## src/rtl/uart_err_pkg.sv

```systemverilog
// Package: shared constants for the UART error status block.
// Assumes: flag index i maps to status bit STAT_LSB+i, clear bit CLR_LSB+i
//          and set bit SET_LSB+i; the positions are fixed by software.
package uart_err_pkg;
    localparam int NUM_FLAGS   = 6;
    localparam int WORD_W      = 32;
    localparam int EN_CLR_BIT  = 0;
    localparam int EN_SET_BIT  = 1;
    localparam int CLR_LSB     = 2;
    localparam int SET_LSB     = CLR_LSB + NUM_FLAGS;
    localparam int STAT_EN_BIT = 0;
    localparam int STAT_LSB    = 16;

    typedef enum logic [2:0] {
        FLG_PARITY   = 3'd0,
        FLG_FRAME    = 3'd1,
        FLG_RX_UNDER = 3'd2,
        FLG_RX_OVER  = 3'd3,
        FLG_TX_OVER  = 3'd4,
        FLG_BREAK    = 3'd5
    } flag_idx_e;

    // Flags that only the receive line can raise; these are gated by enable.
    localparam logic [NUM_FLAGS-1:0] RX_LINE_MASK =
        (NUM_FLAGS'(1) << FLG_PARITY) | (NUM_FLAGS'(1) << FLG_FRAME) |
        (NUM_FLAGS'(1) << FLG_BREAK);
endpackage

```

## src/rtl/err_cmd_decode.sv

```systemverilog
// Module: err_cmd_decode
// Splits a command write into per-flag clear/set vectors and enable controls,
// and gates receive-line events while the receiver is disabled.
// Assumes: cmd_we is a single-cycle strobe; events are single-cycle strobes.
module err_cmd_decode
    import uart_err_pkg::*;
#(
    parameter int N = NUM_FLAGS,
    parameter int W = WORD_W
) (
    input  logic         cmd_we,
    input  logic [W-1:0] cmd_wdata,
    input  logic [N-1:0] evt_raw,
    input  logic         rx_en_q,
    output logic [N-1:0] sw_clr,
    output logic [N-1:0] sw_set,
    output logic [N-1:0] evt_gated,
    output logic         en_clr,
    output logic         en_set
);
    // Decode the command fields into strobes.
    always_comb begin
        sw_clr = cmd_we ? cmd_wdata[CLR_LSB +: N] : '0;
        sw_set = cmd_we ? cmd_wdata[SET_LSB +: N] : '0;
        en_clr = cmd_we & cmd_wdata[EN_CLR_BIT];
        en_set = cmd_we & cmd_wdata[EN_SET_BIT];
    end

    // Suppress receive-line events while the receiver is off.
    always_comb begin
        evt_gated = rx_en_q ? evt_raw : (evt_raw & ~RX_LINE_MASK[N-1:0]);
    end
endmodule

```

## src/rtl/err_flag_cell.sv

```systemverilog
// Module: err_flag_cell
// One sticky error flag. A hardware event or a software set beats a
// software clear in the same cycle.
// Assumes: synchronous active-low reset; inputs are single-cycle strobes.
module err_flag_cell (
    input  logic clk,
    input  logic rst_n,
    input  logic hw_set,
    input  logic sw_set,
    input  logic sw_clr,
    output logic flag
);
    // Update the sticky flag with set-over-clear precedence.
    always_ff @(posedge clk) begin
        if (!rst_n)
            flag <= 1'b0;
        else if (hw_set || sw_set)
            flag <= 1'b1;
        else if (sw_clr)
            flag <= 1'b0;
    end

    // an event always lands, even against a clear.
    a_r7_event_wins: assert property (@(posedge clk) disable iff (!rst_n)
        hw_set |=> flag);
    // a set in the same command as a clear wins.
    a_r8_set_beats_clear: assert property (@(posedge clk) disable iff (!rst_n)
        (sw_set && sw_clr) |=> flag);
    // a lone clear drops the flag.
    a_r4_clear_drops: assert property (@(posedge clk) disable iff (!rst_n)
        (sw_clr && !sw_set && !hw_set) |=> !flag);
    // nothing touching the flag keeps it.
    a_r6_hold: assert property (@(posedge clk) disable iff (!rst_n)
        (!sw_clr && !sw_set && !hw_set) |=> $stable(flag));
endmodule

```

## src/rtl/rx_en_reg.sv

```systemverilog
// Module: rx_en_reg
// The receiver enable bit; the set command takes precedence over the clear.
// Assumes: synchronous active-low reset to disabled.
module rx_en_reg (
    input  logic clk,
    input  logic rst_n,
    input  logic en_set,
    input  logic en_clr,
    output logic en_q
);
    // Hold or change the enable on command.
    always_ff @(posedge clk) begin
        if (!rst_n)
            en_q <= 1'b0;
        else if (en_set)
            en_q <= 1'b1;
        else if (en_clr)
            en_q <= 1'b0;
    end

    // the enable follows its command bits.
    a_r2_en_set: assert property (@(posedge clk) disable iff (!rst_n)
        en_set |=> en_q);
    a_r2_en_clr: assert property (@(posedge clk) disable iff (!rst_n)
        (en_clr && !en_set) |=> !en_q);
endmodule

```

## src/rtl/uart_err_status.sv

```systemverilog
// Module: uart_err_status (top)
// Sticky UART error flags and receiver enable, changed by hardware events and
// a write-only set/clear command word; exposes a status word and an interrupt.
// Assumes: one clock domain, synchronous active-low reset.
module uart_err_status
    import uart_err_pkg::*;
#(
    parameter int N = NUM_FLAGS,
    parameter int W = WORD_W
) (
    input  logic         clk,
    input  logic         rst_n,
    input  logic         cmd_we,
    input  logic [W-1:0] cmd_wdata,
    input  logic         ev_parity,
    input  logic         ev_frame,
    input  logic         ev_rx_under,
    input  logic         ev_rx_over,
    input  logic         ev_tx_over,
    input  logic         ev_break,
    output logic [W-1:0] status_word,
    output logic         rx_en,
    output logic         err_irq
);
    logic [N-1:0] evt_raw, evt_gated, sw_clr, sw_set, flags;
    logic         en_clr, en_set;

    // Collect event strobes in flag-index order.
    always_comb begin
        evt_raw                = '0;
        evt_raw[FLG_PARITY]    = ev_parity;
        evt_raw[FLG_FRAME]     = ev_frame;
        evt_raw[FLG_RX_UNDER]  = ev_rx_under;
        evt_raw[FLG_RX_OVER]   = ev_rx_over;
        evt_raw[FLG_TX_OVER]   = ev_tx_over;
        evt_raw[FLG_BREAK]     = ev_break;
    end

    err_cmd_decode #(.N(N), .W(W)) u_dec (
        .cmd_we    (cmd_we),
        .cmd_wdata (cmd_wdata),
        .evt_raw   (evt_raw),
        .rx_en_q   (rx_en),
        .sw_clr    (sw_clr),
        .sw_set    (sw_set),
        .evt_gated (evt_gated),
        .en_clr    (en_clr),
        .en_set    (en_set)
    );

    rx_en_reg u_en (
        .clk    (clk),
        .rst_n  (rst_n),
        .en_set (en_set),
        .en_clr (en_clr),
        .en_q   (rx_en)
    );

    for (genvar i = 0; i < N; i++) begin : g_flag
        err_flag_cell u_cell (
            .clk    (clk),
            .rst_n  (rst_n),
            .hw_set (evt_gated[i]),
            .sw_set (sw_set[i]),
            .sw_clr (sw_clr[i]),
            .flag   (flags[i])
        );
    end

    // Assemble the read-only status word.
    always_comb begin
        status_word               = '0;
        status_word[STAT_EN_BIT]  = rx_en;
        status_word[STAT_LSB +: N] = flags;
    end

    // Raise the error interrupt from any set flag.
    always_comb err_irq = |flags;

    // the interrupt only rises after an event or a software set.
    a_r9_irq_cause: assert property (@(posedge clk) disable iff (!rst_n)
        $rose(err_irq) |-> $past(|(evt_gated | sw_set)));
    // a parity strobe while disabled does not raise a clear flag.
    a_r10_parity_gate: assert property (@(posedge clk) disable iff (!rst_n)
        (!rx_en && ev_parity && !status_word[STAT_LSB + FLG_PARITY] &&
         !(cmd_we && cmd_wdata[SET_LSB + FLG_PARITY]))
        |=> !status_word[STAT_LSB + FLG_PARITY]);
    // a break strobe while disabled does not raise a clear flag.
    a_r10_break_gate: assert property (@(posedge clk) disable iff (!rst_n)
        (!rx_en && ev_break && !status_word[STAT_LSB + FLG_BREAK] &&
         !(cmd_we && cmd_wdata[SET_LSB + FLG_BREAK]))
        |=> !status_word[STAT_LSB + FLG_BREAK]);
endmodule

```

## config.mk

```make
export PLATFORM = sky130hd
export DESIGN_NAME = uart_err_status
export DESIGN_NICKNAME = d
export VERILOG_FILES = /design/src/rtl/uart_err_pkg.sv /design/src/rtl/err_cmd_decode.sv /design/src/rtl/err_flag_cell.sv /design/src/rtl/rx_en_reg.sv /design/src/rtl/uart_err_status.sv
export SDC_FILE = /design/constraint.sdc
export NUM_CORES = 1
export LEC_CHECK = 0
export CORE_AREA = 3 3 42 44
export CTS_CLUSTER_DIAMETER = 150
export DETAILED_ROUTE_END_ITERATION = 12
export DIE_AREA = 0 0 45 47
export DONT_BUFFER_PORTS = 1
export PLACE_DENSITY_LB_ADDON = 0.25
export SYNTH_ARGS = -nofsm -noshare
export SYNTH_HDL_FRONTEND = slang
export SYNTH_HIERARCHICAL = 1
export SYNTH_SLANG_ARGS = --single-unit
```

## constraint.sdc

```tcl
create_clock -name clk -period 1.28 [get_ports clk]
set_clock_uncertainty 0.1 [all_clocks]
set_input_delay 0.256 -clock clk [delete_from_list [all_inputs] [get_ports clk]]
set_output_delay 0.256 -clock clk [all_outputs]
set_load 0.005 [all_outputs]
```

==> results of run 1 <==
-- cell usage in the layout, fill, tap and decap left out, drive strengths merged --
| master | instances |
|---|---|
| conb | 25 |
| nand2 | 1 |
| nor4 | 1 |
| o31a | 6 |
| o21a | 1 |
| and2 | 17 |
| dfxtp | 7 |
| clkbuf | 4 |
| nor2b | 7 |
| nor2 | 1 |
-- metal layers --
metal	vias up	global-route usage
li1	172	-
met1	159	0.08467
met2	35	0.1215
met3	0	0.07280
met4	0	0.05263
met5	-	0
-- worst max-delay path: stages, from the launching register on --
cell,delay (ns)
dfxtp_2,0.33
nor4_1,0.26
nand2_1,0.11
-- worst max path at each step --
stage,to,depth (start not counted),slack [ns],from
after global placement,err_irq,2,0.22,g_flag[5].u_cell/flag$_SDFFE_PN0P_
after CTS,err_irq,2,-0.05,g_flag[2].u_cell/flag$_SDFFE_PN0P_
after floorplan,err_irq,2,0.28,g_flag[5].u_cell/flag$_SDFFE_PN0P_
after detailed placement,err_irq,2,0.23,g_flag[5].u_cell/flag$_SDFFE_PN0P_
after global routing,err_irq,2,-0.08,g_flag[2].u_cell/flag$_SDFFE_PN0P_
final,err_irq,2,-0.03,g_flag[2].u_cell/flag$_SDFFE_PN0P_
-- flip-flops by register name (all words and copies together), names as in the netlist --
register            flops
u_en/en_q               1
g_flag.u_cell/flag      6
-- stage by stage --
step	cells	area, sq um	utilization	setup WS (ns)	power (mW)
floorplan	96	706.9	-	0.2755	0.3898
global placement	82	498.0	0.3384	0.2237	0.3302
detailed placement	82	498.0	0.3384	0.2288	0.3316
CTS	86	525.5	0.3571	-0.04998	0.5375
global route	86	525.5	0.3571	-0.07656	0.5604
finish	86	525.5	0.3571	-0.02640	0.5239
-- kinds of logic after synthesis --
| family | synth area share |
|---|---|
| buffers and inverters | 0.3712 |
| AND/OR/NAND/NOR | 0.2982 |
| AO/OA/AOI/OAI | 0.09737 |
| flip-flops | 0.2272 |
| other | 0.006079 |
-- area by class of cell --
cell class	instances	area, sq um	area share
multi-input cells	59	337.8	0.6429
clock buffers	4	26.28	0.05000
flip-flops and latches	7	141.4	0.2690
well taps	16	20.02	0.03810
-- what timing repair did --
action                                  CTS  global route
endpoints found under the setup margin    1             1
pin swaps                                 2             0
gates resized for setup                   1             0
-- power groups by stage --
stage | clock network (mW) | registers, mW | logic [mW]
floorplan | 0 | 0.252 | 0.138
global placement | 0 | 0.259 | 0.0715
detailed placement | 0 | 0.259 | 0.0728
CTS | 0.210 | 0.255 | 0.0733
global route | 0.217 | 0.257 | 0.0865
finish | 0.197 | 0.254 | 0.0736
==> results.toml, run 1 <==
[clocking]
ctsLongestPathBuffers = 2
post-cts-setup-buffers = 0
cts-root-buf = "clkbuf_4"
cts_inserted_buffers = 3
numClockSinks = 7
ctsHtreeMaxLevel = 1
hold_buffers = 0
cts_tree = "done"
clkSlewWorstSetupHoldPaths_ns = 0.05
clock_latency_ns = 0.25

[setup_path]
rr_endpoint = "g_flag[1].u_cell/flag$_SDFFE_PN0P_"
crit_required_ns = 0.92
start_kind = "flip-flop"
crit_path_end_kind = "primary output"
arrival_ns = 0.95
crit_type = "flip-flop to primary output"
r2r-start = "u_en/en_q$_SDFFE_PN0P_"
ff2ff_path_depth = 2
regToRegSetupSlack_ns = 0.28
critical_path.max_fanout = 3

[cells_and_area]
nets = 112
diodes = 0
syn_to_final_growth_pct = -14.81
fillers = 168
drive_gt1_frac = 0.2143

[power]
p_seq_frac = 0.484
p_int_uw = 393.6
p_comb_frac = 0.140
pwr-share-clk = 0.375
p_leak_nw = 0.2475
power.switching_uw = 130.3
p_sw_frac = 0.2487
power.density_nw_per_um2 = 996.9
peakVddDrop_mv = 0.4592

[sta]
finalSetupViolCount = 1
period_minus_slack_ns = 1.306
setup_slack_ns = -0.02640
maxSlewViolCount = 0
holdWs_ns = 0.02592
fmax_mhz = 765.5
grt_setup_unrepaired = "yes"
fin_crit_sh = 1.021
fin_setup_tns_ns = -0.02640
final_hold_viol_count = 0

[placement]
dp_hpwl_um = 850.3
io_buffer_count = 0
gp_congestion = 0.5892

[synthesis]
yosysTopAreaCell = "buf_4"
synth_area_sq_um = 616.8
synth-seq-cells = 7
synthTopCellsByCount = "buf_4 (29), and2_2 (10), and2_1 (7), dfxtp_1 (7)"
async_reset_ff_frac = 0
synth_cell_types = 13
synthCells = 72
synth_warnings = 6
synth.most_common_cell = "buf_4"
synth_top_area_share = 0.3529
synth_edf_count = 0
avgSynthCellArea_sq_um = 8.567
synthFlopType = "dfxtp_1"
synthTopCellsByArea = "buf_4 (35%), dfxtp_1 (23%), and2_2 (12%)"
seq_area_frac_synth = 0.2272

[floorplan]
pin_count = 75
die_area_sq_um = 2115
die_x_um = 45
coreArea_sq_um = 1471
row_count = 14
dieHeight_um = 47
initial_core_util = 0.4192

[detailed_routing]
drc = 0
wl_met1_um = 294
viasPerCell = 4.256
post_drt_wl_per_cell_um = 11.22
first_iter_violations = 4
top_layer = "met3"
met3_length_um = 194
vias = 366
dr_wl_met2_um = 476
antenna_left = 0
wl_um = 965
first_pass_iters = 2

[global_routing]
antenna_found_initial = 0
grt_pass1_vias = 298
grt_pass1_wl_um = 1276
grt_usage = 0.08551
gr-total-overflow = 0
grt_max_degree = 15

[status]
violations = "setup timing"
outcome = "finished with violations"

[worst_hold_path]
whs_endpoint = "u_en/en_q$_SDFFE_PN0P_"
min_from = "rst_n"
hold_depth = 1
min_path_type = "input pin to flip-flop"

[run]
cap_violations = 0
No activity file was read; power rests on OpenSTA's default activity.
==> inputs of run 2 (changes only) <==
--- a/config.mk
+++ b/config.mk
@@ -5,10 +5,12 @@
 export SDC_FILE = /design/constraint.sdc
 export NUM_CORES = 1
 export LEC_CHECK = 0
-export CORE_AREA = 3 3 42 44
+export CELL_PAD_IN_SITES_DETAIL_PLACEMENT = 0
+export CELL_PAD_IN_SITES_GLOBAL_PLACEMENT = 1
+export CORE_AREA = 3 3 45 47
 export CTS_CLUSTER_DIAMETER = 150
 export DETAILED_ROUTE_END_ITERATION = 12
-export DIE_AREA = 0 0 45 47
+export DIE_AREA = 0 0 48 50
 export DONT_BUFFER_PORTS = 1
 export PLACE_DENSITY_LB_ADDON = 0.25
 export SYNTH_ARGS = -nofsm -noshare
==> run 2 against run 1 <==
The flow still finishes with violations (setup timing). Via count down 1.1%. Register-to-register slack about the same. Cell area is 1.4% higher. Largest cell class unchanged.
==> results.toml, run 2 (same netlist as run 1, synthesis figures left out) <==
[status]
outcome = "finished with violations"
violations = "setup timing"

[power]
power.switching_uw = 139.3
p_comb_frac = 0.141
power.density_nw_per_um2 = 1003
peakVddDrop_mv = 0.7297
p_sw_frac = 0.2606
p_total_uw = 534.4
p_int_uw = 395.1
p_leak_nw = 0.2483
p_seq_frac = 0.478
pwr-share-clk = 0.381

[clocking]
cts-root-buf = "clkbuf_4"
numClockSinks = 7
clkSlewWorstSetupHoldPaths_ns = 0.05
ctsLongestPathBuffers = 2
post-cts-setup-buffers = 0
ctsHtreeMaxLevel = 1
clock_latency_ns = 0.25
cts_inserted_buffers = 3
cts_tree = "done"

[run]
cap_violations = 0

[setup_path]
ff2ff_path_depth = 2
critical_path.max_fanout = 3
arrival_ns = 0.94
start_kind = "flip-flop"
crit_chain = "nor4_2 -> nand2_1"
cp-startpoint = "g_flag[2].u_cell/flag$_SDFFE_PN0P_"
slowest_delay_ns = 0.34
cp_num_buf_inv = 0
path_delay_family = "simple AND/OR/NAND/NOR gates"
rr_endpoint = "g_flag[1].u_cell/flag$_SDFFE_PN0P_"
crit_path_end_kind = "primary output"
r2r-start = "u_en/en_q$_SDFFE_PN0P_"
crit_type = "flip-flop to primary output"
worst_path_max_delay_cell = "dfxtp_2"
crit_required_ns = 0.92
regToRegSetupSlack_ns = 0.28

[cells_and_area]
top_regs = "g_flag.u_cell/flag x6, u_en/en_q x1"
largest_register_ffs = 6
regMostFlops = "g_flag.u_cell/flag"
ff_latch_area_sq_um = 141.4
mostFrequentLayoutCells = "conb_1 (25), and2_2 (10), and2_1 (7)"
syn_to_final_growth_pct = -13.59
drive_gt1_frac = 0.2286
final_common_cell = "conb_1"
multi_input_area_sq_um = 344.1
diodes = 0
nets = 112
fillers = 181

[detailed_routing]
drc = 0
vias = 362
antenna_left = 0
first_pass_iters = 2
first_iter_violations = 3
wl_um = 1051
post_drt_wl_per_cell_um = 12.08
viasPerCell = 4.161

[worst_hold_path]
min_from = "rst_n"
hold_depth = 1
min_path_type = "input pin to flip-flop"
whs_endpoint = "u_en/en_q$_SDFFE_PN0P_"

[floorplan]
coreArea_sq_um = 1689
pin_count = 75
die_area_sq_um = 2400
initial_core_util = 0.3652
row_count = 15
die_x_um = 48
dieHeight_um = 50

[placement]
dp_hpwl_um = 852.1
io_buffer_count = 0
gp_congestion = 0.6088
pre_cts_slack_ns = 0.2164

[global_routing]
antenna_found_initial = 0
gr-total-overflow = 0
grt_pass1_wl_um = 1407
grt_pass1_vias = 316
grt_max_degree = 15
grt_usage = 0.08657

[sta]
setup_slack_ns = -0.01405
period_minus_slack_ns = 1.294
final_hold_viol_count = 0
fin_crit_sh = 1.011
maxSlewViolCount = 0
fmax_mhz = 772.8
grt_setup_unrepaired = "yes"
finalSetupViolCount = 1
-- run 2: per-layer routing --
| layer | vias up | GRT usage | wire length [um] |
|---|---|---|---|
| met5 | - | 0 | 0 |
| met4 | 0 | 0.01345 | 0 |
| met3 | 0 | 0.09854 | 194 |
| met2 | 36 | 0.1233 | 489 |
| met1 | 155 | 0.08515 | 367 |
| li1 | 171 | - | - |
-- run 2: worst max path at each step --
stage,endpoint,slack [ns],cells after the start
final,err_irq,-0.01,2
after global routing,err_irq,-0.07,2
after CTS,err_irq,-0.04,2
after detailed placement,err_irq,0.22,2
after global placement,err_irq,0.22,2
after floorplan,err_irq,0.28,2
-- run 2: area by class of cell --
cell class / instances / area share
multi-input combinational: 59 / 0.6455
sequential: 7 / 0.2653
clock buffer: 4 / 0.04930
tap: 17 / 0.03991
-- run 2: what timing repair did --
item	in CTS	in global routing
pin swaps	2	1
gates resized for setup	1	1
hold buffers	0	0
setup endpoints to repair	1	1
-- run 2: stage by stage --
step	cell area, sq um	utilization	setup TNS (ns)	hold WS (ns)	std cells
floorplan	706.9	-	0	0.2735	96
global placement	499.2	0.2956	0	0.2837	83
detailed placement	499.2	0.2956	0	0.2795	83
CTS	526.8	0.3119	-0.03709	0.01717	87
global route	533.0	0.3156	-0.07212	0.007473	87
finish	533.0	0.3156	-0.01405	0.02007	87
-- run 2: power by group through the flow --
stage	Combinational (mW)	Sequential, mW	Clock, mW
floorplan	0.138	0.252	0
global placement	0.0721	0.259	0
detailed placement	0.0728	0.259	0
CTS	0.0732	0.255	0.211
global route	0.0890	0.259	0.227
finish	0.0752	0.256	0.204
==> inputs of run 3 (changes only) <==
--- a/config.mk
+++ b/config.mk
@@ -15,5 +15,4 @@
 export PLACE_DENSITY_LB_ADDON = 0.25
 export SYNTH_ARGS = -nofsm -noshare
 export SYNTH_HDL_FRONTEND = slang
-export SYNTH_HIERARCHICAL = 1
 export SYNTH_SLANG_ARGS = --single-unit
==> run 3 against run 2 <==
The run still ends with setup timing left. Combinational power decreased by 8.8%. Sequential power is 2% higher. Sequential share of layout area increased by 3.3 points. Clock power about the same. Critical path type unchanged. Critical endpoint unchanged. Largest cell class unchanged. Largest power group unchanged.
==> results.toml, run 3 <==
[power]
power.switching_uw = 142.5
p_comb_frac = 0.130
peakVddDrop_mv = 0.4580
pwr-share-clk = 0.380
p_seq_frac = 0.490
p_int_uw = 387.0
p_leak_nw = 0.2326
p_sw_frac = 0.2691
p_total_uw = 529.5
power.density_nw_per_um2 = 1096

[sta]
fmax_mhz = 756.9
period_minus_slack_ns = 1.321
maxSlewViolCount = 0
final_hold_viol_count = 0
fin_setup_tns_ns = -0.04126
grt_setup_unrepaired = "yes"
finalSetupViolCount = 1
setup_slack_ns = -0.04126
fin_crit_sh = 1.032

[setup_path]
crit_chain = "nor4_4 -> nand2_1"
crit_path_end_kind = "primary output"
path_delay_family = "simple AND/OR/NAND/NOR gates"
regToRegSetupSlack_ns = 0.28
ff2ff_path_depth = 2
r2r-start = "u_en.en_q$_SDFFE_PN0P_"
crit_type = "flip-flop to primary output"
critical_path.max_fanout = 3
start_kind = "flip-flop"
arrival_ns = 0.97
cp.depth = 2
crit_required_ns = 0.92
slowest_delay_ns = 0.34
cp_num_buf_inv = 0
rr_endpoint = "g_flag[1].u_cell.flag$_SDFFE_PN0P_"
worst_path_max_delay_cell = "dfxtp_2"

[placement]
pre_cts_slack_ns = 0.1085
place_area_sq_um = 436.7
dp_hpwl_um = 766.6
io_buffer_count = 0
gp_congestion = 0.6121

[clocking]
cts_tree = "done"
ctsHtreeMaxLevel = 1
clkSlewWorstSetupHoldPaths_ns = 0.06
hold_buffers = 0
clock_latency_ns = 0.25
ctsLongestPathBuffers = 2
post-cts-setup-buffers = 0
numClockSinks = 7
cts-root-buf = "clkbuf_4"
cts_inserted_buffers = 3

[synthesis]
synthCells = 65
synth_warnings = 0
async_reset_ff_frac = 0
synth.most_common_cell = "buf_4"
synth_area_sq_um = 576.8
yosysTopAreaCell = "buf_4"
seq_area_frac_synth = 0.2430
avgSynthCellArea_sq_um = 8.874
synthTopCellsByCount = "buf_4 (32), dfxtp_1 (7), a21boi_1 (5)"
synth_cell_types = 14
synth_top_area_share = 0.4165
synth-seq-cells = 7
synthFlopType = "dfxtp_1"
synth_edf_count = 0
synthTopCellsByArea = "buf_4 (42%), dfxtp_1 (24%), a21boi_1 (6.5%)"

[global_routing]
antenna_found_initial = 0
grt_max_degree = 15
grt_usage = 0.06916
gr-total-overflow = 0
grt_pass1_wl_um = 1021
grt_pass1_vias = 239

[cells_and_area]
syn_to_final_growth_pct = -16.27
final_common_cell = "conb_1"
mostFrequentLayoutCells = "conb_1 (25), a21boi_1 (5), dfxtp_1 (4)"
drive_gt1_frac = 0.1833
regMostFlops = "g_flag.u_cell.flag"
top_regs = "g_flag.u_cell.flag x6, u_en.en_q x1"
design_area_sq_um = 483.0
largest_register_ffs = 6
nets = 102
fillers = 187
diodes = 0

[status]
outcome = "finished with violations"
violations = "setup timing"

[floorplan]
pin_count = 75
die_x_um = 48
row_count = 15
dieHeight_um = 50
coreArea_sq_um = 1689
die_area_sq_um = 2400
initial_core_util = 0.3415

[detailed_routing]
antenna_left = 0
vias = 331
drc = 0
post_drt_wl_per_cell_um = 11.97
first_pass_iters = 1
wl_met1_um = 281
first_iter_violations = 0
wl_um = 922
top_layer = "met4"
dr_wl_met2_um = 447
viasPerCell = 4.299
met3_length_um = 178

[worst_hold_path]
min_from = "rst_n"
hold_depth = 1
min_path_type = "input pin to flip-flop"
whs_endpoint = "g_flag[5].u_cell.flag$_SDFFE_PN0P_"

[run]
cap_violations = 0
==> run 3: per-layer routing <==
metal  GRT usage  up-vias
met1     0.06522      146
met3     0.07664        2
met5           0        -
li1            -      151
met2     0.08811       32
met4     0.04036        0
==> run 3: cell type report <==
| type | count | area (sq um) | share of cell area |
|---|---|---|---|
| multi-input combinational | 49 | 290.3 | 0.6010 |
| tap | 17 | 21.27 | 0.04404 |
| clock inverter | 1 | 5.005 | 0.01036 |
| clock buffer | 3 | 22.52 | 0.04663 |
| sequential | 7 | 143.9 | 0.2979 |
==> run 3: how the worst max path moves through the flow <==
stage              end                                from
4_1_cts        err_irq  g_flag[3].u_cell.flag$_SDFFE_PN0P_
6_report       err_irq  g_flag[2].u_cell.flag$_SDFFE_PN0P_
3_3_place_gp   err_irq  g_flag[2].u_cell.flag$_SDFFE_PN0P_
3_5_place_dp   err_irq  g_flag[2].u_cell.flag$_SDFFE_PN0P_
5_1_grt        err_irq  g_flag[2].u_cell.flag$_SDFFE_PN0P_
2_1_floorplan  err_irq  g_flag[2].u_cell.flag$_SDFFE_PN0P_
==> run 3: power groups by stage <==
stage                     clock network [mW]  registers [mW]  logic (mW)
after floorplan                            0           0.250       0.146
after global placement                     0           0.258      0.0636
after detailed placement                   0           0.258      0.0643
after global routing                   0.221           0.263      0.0798
after CTS                              0.209           0.259      0.0679
final                                  0.201           0.260      0.0686
==> run 3: cell families (layout without fill, tap and decap cells) <==
logic type             Yosys count  after routing  synth area share
AOI/OAI and AO/OA               20             20            0.2842
buffers and inverters           33              4            0.4360
DFF                              7              7            0.2429
other                            1             25          0.006501
and+or+nand+nor                  4              4           0.03037
==> run 3: through the flow <==
step	cells	utilization	hold slack, ns
floorplan	89	-	0.2735
global placement	73	0.2585	0.2751
detailed placement	73	0.2585	0.2785
CTS	77	0.2852	0.01066
global route	77	0.2859	0.004485
finish	77	0.2859	0.01602
==> run 3: repair_timing <==
item                       4_1_cts  5_1_grt
cloned                           0        0
setup endpoints to repair        1        1
gates resized for setup          4        1
pin swaps                        2        2
